<file path="src/rtl/plm_pkg.sv">
package plm_pkg;

  // Strobes from control to the separation counter
  typedef struct packed {
    logic cntClear;  // start a new measurement (counter loads 1)
    logic cntInc;    // advance counter by one cycle
  } cnt_strobe_t;

  typedef enum logic [1:0] {
    ST_IDLE     = 2'd0,
    ST_WAIT_FB  = 2'd1,
    ST_WAIT_REF = 2'd2
  } meas_state_t;

  function automatic logic vote3(input logic [2:0] h);
    return (h[0] & h[1]) | (h[0] & h[2]) | (h[1] & h[2]);
  endfunction

endpackage

</file>
<file path="src/rtl/plm_datapath.sv">
module plm_datapath
  import plm_pkg::*;
#(
  parameter int CNT_W       = 6,
  parameter int SYNC_STAGES = 2
) (
  input  logic             clk,
  input  logic             rstN,
  input  logic             refDivIn,
  input  logic             fbDivIn,
  input  cnt_strobe_t      cntStrobe,
  output logic             refEdge,
  output logic             fbEdge,
  output logic [CNT_W-1:0] sepCount,
  output logic             sepSat
);
  localparam int NUM_IN = 2;
  localparam logic [CNT_W-1:0] CNT_MAX = {CNT_W{1'b1}};
  localparam logic [CNT_W-1:0] CNT_ONE = {{(CNT_W-1){1'b0}}, 1'b1};

  logic [NUM_IN-1:0] rawIn;
  logic [NUM_IN-1:0] edgeVec;

  assign rawIn = {fbDivIn, refDivIn};

  // Synchroniser plus one extra stage for the rising-edge compare
  genvar g;
  generate
    for (g = 0; g < NUM_IN; g++) begin : gSync
      logic [SYNC_STAGES:0] pipe;
      always_ff @(posedge clk) begin
        if (!rstN) pipe <= '0;
        else       pipe <= {pipe[SYNC_STAGES-1:0], rawIn[g]};
      end
      assign edgeVec[g] = pipe[SYNC_STAGES-1] & ~pipe[SYNC_STAGES];
    end
  endgenerate

  assign refEdge = edgeVec[0];
  assign fbEdge  = edgeVec[1];

  // Separation counter, saturating at its top value
  always_ff @(posedge clk) begin
    if (!rstN)                                sepCount <= '0;
    else if (cntStrobe.cntClear)              sepCount <= CNT_ONE;
    else if (cntStrobe.cntInc && !sepSat)     sepCount <= sepCount + CNT_ONE;
  end

  assign sepSat = (sepCount == CNT_MAX);

  AST_STROBE_EXCL: assert property (@(posedge clk) disable iff (!rstN)
    $onehot0({cntStrobe.cntClear, cntStrobe.cntInc})) else $error("strobe clash");

  AST_CNT_STEP: assert property (@(posedge clk) disable iff (!rstN)
    (cntStrobe.cntInc && !sepSat && !cntStrobe.cntClear) |=>
      (sepCount == $past(sepCount) + CNT_ONE)) else $error("count step");

  AST_CNT_START: assert property (@(posedge clk) disable iff (!rstN)
    cntStrobe.cntClear |=> (sepCount == CNT_ONE)) else $error("count start");

endmodule

</file>
<file path="src/rtl/plm_control.sv">
module plm_control
  import plm_pkg::*;
#(
  parameter int CNT_W      = 6,
  parameter int TOL_NARROW = 1,
  parameter int TOL_WIDE   = 4,
  parameter int HIST_LEN   = 3
) (
  input  logic             clk,
  input  logic             rstN,
  input  logic             refEdge,
  input  logic             fbEdge,
  input  logic [CNT_W-1:0] sepCount,
  input  logic             sepSat,
  input  logic             tolWide,
  input  logic             irqMask,
  input  logic             irqClear,
  output cnt_strobe_t      cntStrobe,
  output logic             lockStatus,
  output logic             irqPending,
  output logic             irqOut
);
  localparam logic [CNT_W-1:0] TOL_N = CNT_W'(TOL_NARROW);
  localparam logic [CNT_W-1:0] TOL_W = CNT_W'(TOL_WIDE);

  meas_state_t state, nextState;
  logic [HIST_LEN-1:0] hist, histNext;
  logic [CNT_W-1:0] tolLimit;
  logic resultValid, resultLock, voteNext;

  assign tolLimit = tolWide ? TOL_W : TOL_N;

  always_comb begin
    nextState   = state;
    resultValid = 1'b0;
    resultLock  = 1'b0;
    cntStrobe   = '0;
    unique case (state)
      ST_IDLE: begin
        if (refEdge && fbEdge) begin
          resultValid = 1'b1;
          resultLock  = 1'b1;            // separation 0
        end else if (refEdge) begin
          nextState          = ST_WAIT_FB;
          cntStrobe.cntClear = 1'b1;
        end else if (fbEdge) begin
          nextState          = ST_WAIT_REF;
          cntStrobe.cntClear = 1'b1;
        end
      end
      ST_WAIT_FB: begin
        if (refEdge) begin               // repeated edge on leading input
          resultValid = 1'b1;
          nextState   = ST_IDLE;
        end else if (fbEdge) begin
          resultValid = 1'b1;
          resultLock  = (sepCount <= tolLimit);
          nextState   = ST_IDLE;
        end else if (sepSat) begin
          resultValid = 1'b1;
          nextState   = ST_IDLE;
        end else begin
          cntStrobe.cntInc = 1'b1;
        end
      end
      ST_WAIT_REF: begin
        if (fbEdge) begin
          resultValid = 1'b1;
          nextState   = ST_IDLE;
        end else if (refEdge) begin
          resultValid = 1'b1;
          resultLock  = (sepCount <= tolLimit);
          nextState   = ST_IDLE;
        end else if (sepSat) begin
          resultValid = 1'b1;
          nextState   = ST_IDLE;
        end else begin
          cntStrobe.cntInc = 1'b1;
        end
      end
      default: nextState = ST_IDLE;
    endcase
  end

  assign histNext = {hist[HIST_LEN-2:0], resultLock};
  assign voteNext = vote3(histNext);

  always_ff @(posedge clk) begin
    if (!rstN) begin
      state      <= ST_IDLE;
      hist       <= '0;
      lockStatus <= 1'b0;
      irqPending <= 1'b0;
    end else begin
      state <= nextState;
      if (resultValid) begin
        hist       <= histNext;
        lockStatus <= voteNext;
      end
      if (resultValid && (voteNext != lockStatus)) irqPending <= 1'b1;
      else if (irqClear)                          irqPending <= 1'b0;
    end
  end

  assign irqOut = irqPending & ~irqMask;

  AST_ROSE_NEEDS_LOCK: assert property (@(posedge clk) disable iff (!rstN)
    $rose(lockStatus) |-> $past(resultValid && resultLock)) else $error("rise w/o lock");

  AST_FELL_NEEDS_MISS: assert property (@(posedge clk) disable iff (!rstN)
    $fell(lockStatus) |-> $past(resultValid && !resultLock)) else $error("fall w/o miss");

  AST_CHANGE_PENDS: assert property (@(posedge clk) disable iff (!rstN)
    (lockStatus != $past(lockStatus)) |-> irqPending) else $error("change not pended");

  AST_CLEAR_ONLY: assert property (@(posedge clk) disable iff (!rstN)
    $fell(irqPending) |-> $past(irqClear)) else $error("pending lost");

  AST_SAT_MISS: assert property (@(posedge clk) disable iff (!rstN)
    (sepSat && state != ST_IDLE && !refEdge && !fbEdge) |-> (resultValid && !resultLock))
    else $error("saturation not a miss");

  AST_NARROW_TOL: assert property (@(posedge clk) disable iff (!rstN)
    (resultValid && resultLock && !tolWide && state != ST_IDLE) |-> (sepCount <= TOL_N))
    else $error("narrow tolerance");

endmodule

</file>
<file path="src/rtl/phase_lock_monitor.sv">
module phase_lock_monitor
  import plm_pkg::*;
#(
  parameter int CNT_W       = 6,
  parameter int SYNC_STAGES = 2,
  parameter int TOL_NARROW  = 1,
  parameter int TOL_WIDE    = 4
) (
  input  logic clk,
  input  logic rstN,
  input  logic refDivIn,
  input  logic fbDivIn,
  input  logic tolWide,
  input  logic irqMask,
  input  logic irqClear,
  output logic lockStatus,
  output logic irqPending,
  output logic irqOut
);
  cnt_strobe_t      cntStrobe;
  logic             refEdge, fbEdge, sepSat;
  logic [CNT_W-1:0] sepCount;

  plm_datapath #(.CNT_W(CNT_W), .SYNC_STAGES(SYNC_STAGES)) uDatapath (
    .clk(clk), .rstN(rstN), .refDivIn(refDivIn), .fbDivIn(fbDivIn),
    .cntStrobe(cntStrobe), .refEdge(refEdge), .fbEdge(fbEdge),
    .sepCount(sepCount), .sepSat(sepSat)
  );

  plm_control #(.CNT_W(CNT_W), .TOL_NARROW(TOL_NARROW), .TOL_WIDE(TOL_WIDE), .HIST_LEN(3)) uControl (
    .clk(clk), .rstN(rstN), .refEdge(refEdge), .fbEdge(fbEdge),
    .sepCount(sepCount), .sepSat(sepSat), .tolWide(tolWide),
    .irqMask(irqMask), .irqClear(irqClear), .cntStrobe(cntStrobe),
    .lockStatus(lockStatus), .irqPending(irqPending), .irqOut(irqOut)
  );

endmodule

</file>
<file path="config.mk">
export PLATFORM = sky130hd
export DESIGN_NAME = phase_lock_monitor
export DESIGN_NICKNAME = d
export VERILOG_FILES = /design/src/rtl/plm_pkg.sv /design/src/rtl/plm_datapath.sv /design/src/rtl/plm_control.sv /design/src/rtl/phase_lock_monitor.sv
export SDC_FILE = /design/constraint.sdc
export NUM_CORES = 1
export LEC_CHECK = 0
export ABC_AREA = 0
export ABC_CLOCK_PERIOD_IN_PS = 2460
export BUFFER_PORTS_ARGS = -buffer_cell sky130_fd_sc_hd__buf_2
export CAP_MARGIN = 40
export CELL_PAD_IN_SITES_DETAIL_PLACEMENT = 1
export CELL_PAD_IN_SITES_GLOBAL_PLACEMENT = 1
export CORE_ASPECT_RATIO = 1.2
export CORE_UTILIZATION = 43
export DETAILED_ROUTE_END_ITERATION = 8
export PLACE_DENSITY_LB_ADDON = 0.1
export SYNTH_ARGS = -nofsm -noshare
export SYNTH_HDL_FRONTEND = slang
export SYNTH_SLANG_ARGS = --single-unit
</file>
<file path="constraint.sdc">
create_clock -name clk -period 2.46 [get_ports clk]
set_input_delay 0.492 -clock clk [delete_from_list [all_inputs] [get_ports clk]]
set_output_delay 0.492 -clock clk [all_outputs]
set_load 0.01 [all_outputs]
</file>
==> reports/qor.yml <==
outcome:
  status: "completed"
grt:
  antenna_found_initial: 0
  grt_util_met2: 0.3237
  busiest_layer: "met2"
  grt_use_met3: 0.02013
  grt_pass1_wl_mm: 3.180
  grt_use_met1: 0.2057
  overflow: 0
  grt_pass1_vias: 760
  grt_max_degree: 16
  track_usage: 0.1797
finish:
  fin_nets: 130
  antenna_cells: 0
  area_growth_syn_to_layout_pct: 11.62
  fin_cells: 144
  drive_above_1_share: 0.1667
placement:
  hpwlAfterDp_mm: 1.437
  gp_congestion: 0.7376
  place_inst: 140
  io_buffers: 9
pwr:
  leakage_nw: 0.4582
  power_mw: 0.5606
  p_per_area_mw_per_mm2: 524.0
  ir_drop_uv: 337.7
setup_path:
  critical_path.top_delay_family: "adder cells"
  worstSetupEndpointType: "register"
  slowest_stage: "maj3_1"
  crit_type: "reg2reg"
  worst-path-buf-inv: 1
  worst_ep_arrival_time_ps: 2270
  path_cells: "nand2b_1, inv_1, ha_1, nand2_1, nor2_1, maj3_1, or3_1, a41o_1"
  cp-start-kind: "register"
  path_max_fanout: 6
  cp.required_ps: 2670
  max_stage_delay_ps: 390
sta:
  period_share: 0.8365
  rsz0062_at_grt: "false"
  slew_viol_final: 0
  worst_slew_pin_slew_ps: 499.0
  setup_violations: 0
  fin_crit_ps: 2058
  hold_viol_final: 0
  fin_tns_setup_ps: 0
  finClkSkew_ps: 1.924
  hold-worst-slack_ps: 387.4
  relSlewSlack: 0.6673
  fmax_ghz: 0.4859
yosys:
  syn_inst: 103
  synth_simple_gate_area_share: 0.2363
  synth_top_family_by_area: "simple AND/OR/NAND/NOR gates"
  synth-compound-area-share: 0.1841
  ys_seq_area_frac: 0.3760
  ys_seq_elements: 18
  yosys_warnings: 0
  synth_fa_ha_area_frac: 0.1149
  syn_nets: 118
  netlist_area_um2: 958.4
  yosysUniqueCellTypes: 33
  synthMuxAreaShare: 0.02089
  synth_xor_area_frac: 0.03655
  postSynthAreaPerCell_um2: 9.305
clock_tree:
  cts_setup_buffers: 0
  clk_path_buf_depth: 2
  cts-root-buf: "clkbuf_4"
  cts_sinks: 18
  cts_tree: "done"
  cts_resized: 0
  htree_levels: 1
  clk_latency_ps: 300
  cts_hold_buffers: 0
  cts_buffers: 3
  path_clk_slew_ps: 110
route:
  via_per_inst: 5.368
  dr.pass1.iters: 4
  drtAntennaViolNets: 0
  drc: 0
  drtIter0Drc: 2
  wl_per_cell_um: 13.15
  vias: 773
  routed_wl_mm: 1.893
floorplan:
  io_pins: 10
  rows: 18
  start_util: 0.4626
  coreArea_mm2: 0.002072
  dieHeight_um: 53.72
  die_area_mm2: 0.002422
  die-width_um: 45.10
flow_run:
  maxCapViolations: 0
min_path:
  min_path_type: "in2reg"
## routing by layer
| metal | vias to the layer above | wire length, um |
|---|---|---|
| met5 | - | 0 |
| met4 | 0 | 40 |
| met3 | 5 | 47 |
| met2 | 12 | 939 |
| met1 | 368 | 866 |
| li1 | 388 | - |
## stage by stage
stage               cell area, um2  setup WS, ps    util
finish                        1070         402.1  0.5163
global route                  1070         245.7  0.5163
CTS                           1070         396.1  0.5163
detailed placement            1033         296.0  0.4988
global placement              1033         347.4  0.4988
floorplan                    958.4         480.1       -
## final timing paths
path / slack, ps / cells after the start / end / from
worst max-delay path: 400 / 8 / uControl.irqPending / uDatapath.gSync[0].pipe[2]
worst min-delay path: 390 / 2 / uDatapath.gSync[0].pipe[0] / refDivIn
worst max register to register: 400 / 8 / uControl.irqPending / uDatapath.gSync[0].pipe[2]
worst min register to register: 450 / 1 / uDatapath.gSync[0].pipe[1] / uDatapath.gSync[0].pipe[0]
## report_power, final
part           total [mW]  switching, mW  internal (mW)
registers           0.305        0.00521          0.300
clock network       0.191          0.101         0.0905
logic              0.0641         0.0366         0.0275
## cells in the final DEF (no fill, tap or decap), drive strengths merged, types with 2 or more instances in the layout
cell type  instances
nor2               8
inv                6
and2               6
o21ai              4
nand4              3
mux2i              2
nor2b              5
o21bai             2
nand2              5
nand3              3
and3               3
clkbuf             4
or3                3
ha                 8
buf                9
dfxtp             18
a311oi             2
xor2               3
a32oi              2
a21oi              6
## area by class of cell
type                            count  area [um2]
Fill cell                         260        1002
Multi-Input combinational cell     77       568.0
Sequential cell                    18       360.3
Timing Repair Buffer                9       45.04
Tap cell                           30       37.54
Clock buffer                        4       36.28
Inverter                            6       22.52
## cell usage after synthesis
cell type,n,area share
mux2i_1,2,0.021
ha_1,8,0.10
nor3b_1,1,0.0078
clkbuf_1,2,0.0078
a32oi_1,2,0.018
nand2b_1,1,0.0065
o21ai_0,3,0.016
nor2b_1,5,0.033
and3_2,1,0.0078
dfxtp_1,18,0.38
or3_1,3,0.020
o21ai_1,1,0.0052
a221o_1,1,0.010
or2_2,1,0.0065
and3b_1,1,0.0091
nand4_1,3,0.020
and2_1,6,0.039
and3_1,2,0.013
a41o_1,1,0.010
a31o_2,1,0.0091
a2111oi_4,1,0.029
xor2_1,3,0.027
inv_1,6,0.023
a311oi_2,2,0.031
xnor2_1,1,0.0091
maj3_1,1,0.010
nand3b_1,1,0.0078
nand3_1,3,0.016
nand2_1,5,0.020
o21bai_1,2,0.016
a21oi_1,6,0.031
a21boi_0,1,0.0078
nor2_1,8,0.031
## registers in the layout (all words and copies together) (netlist names)
register / cells
uControl.hist: 2
uControl.irqPending: 1
uControl.lockStatus: 1
uControl.state: 2
uDatapath.gSync.pipe: 6
uDatapath.sepCount: 6
## cell families after synthesis
family / count (synthesis)
DFF: 18
and+or+nand+nor: 41
buffers and inverters: 8
xor gates and xnor gates: 4
adders and majority gates: 9
AOI/OAI and AO/OA: 21
muxes: 2
Note: power is estimated with default switching activity, not from simulation.
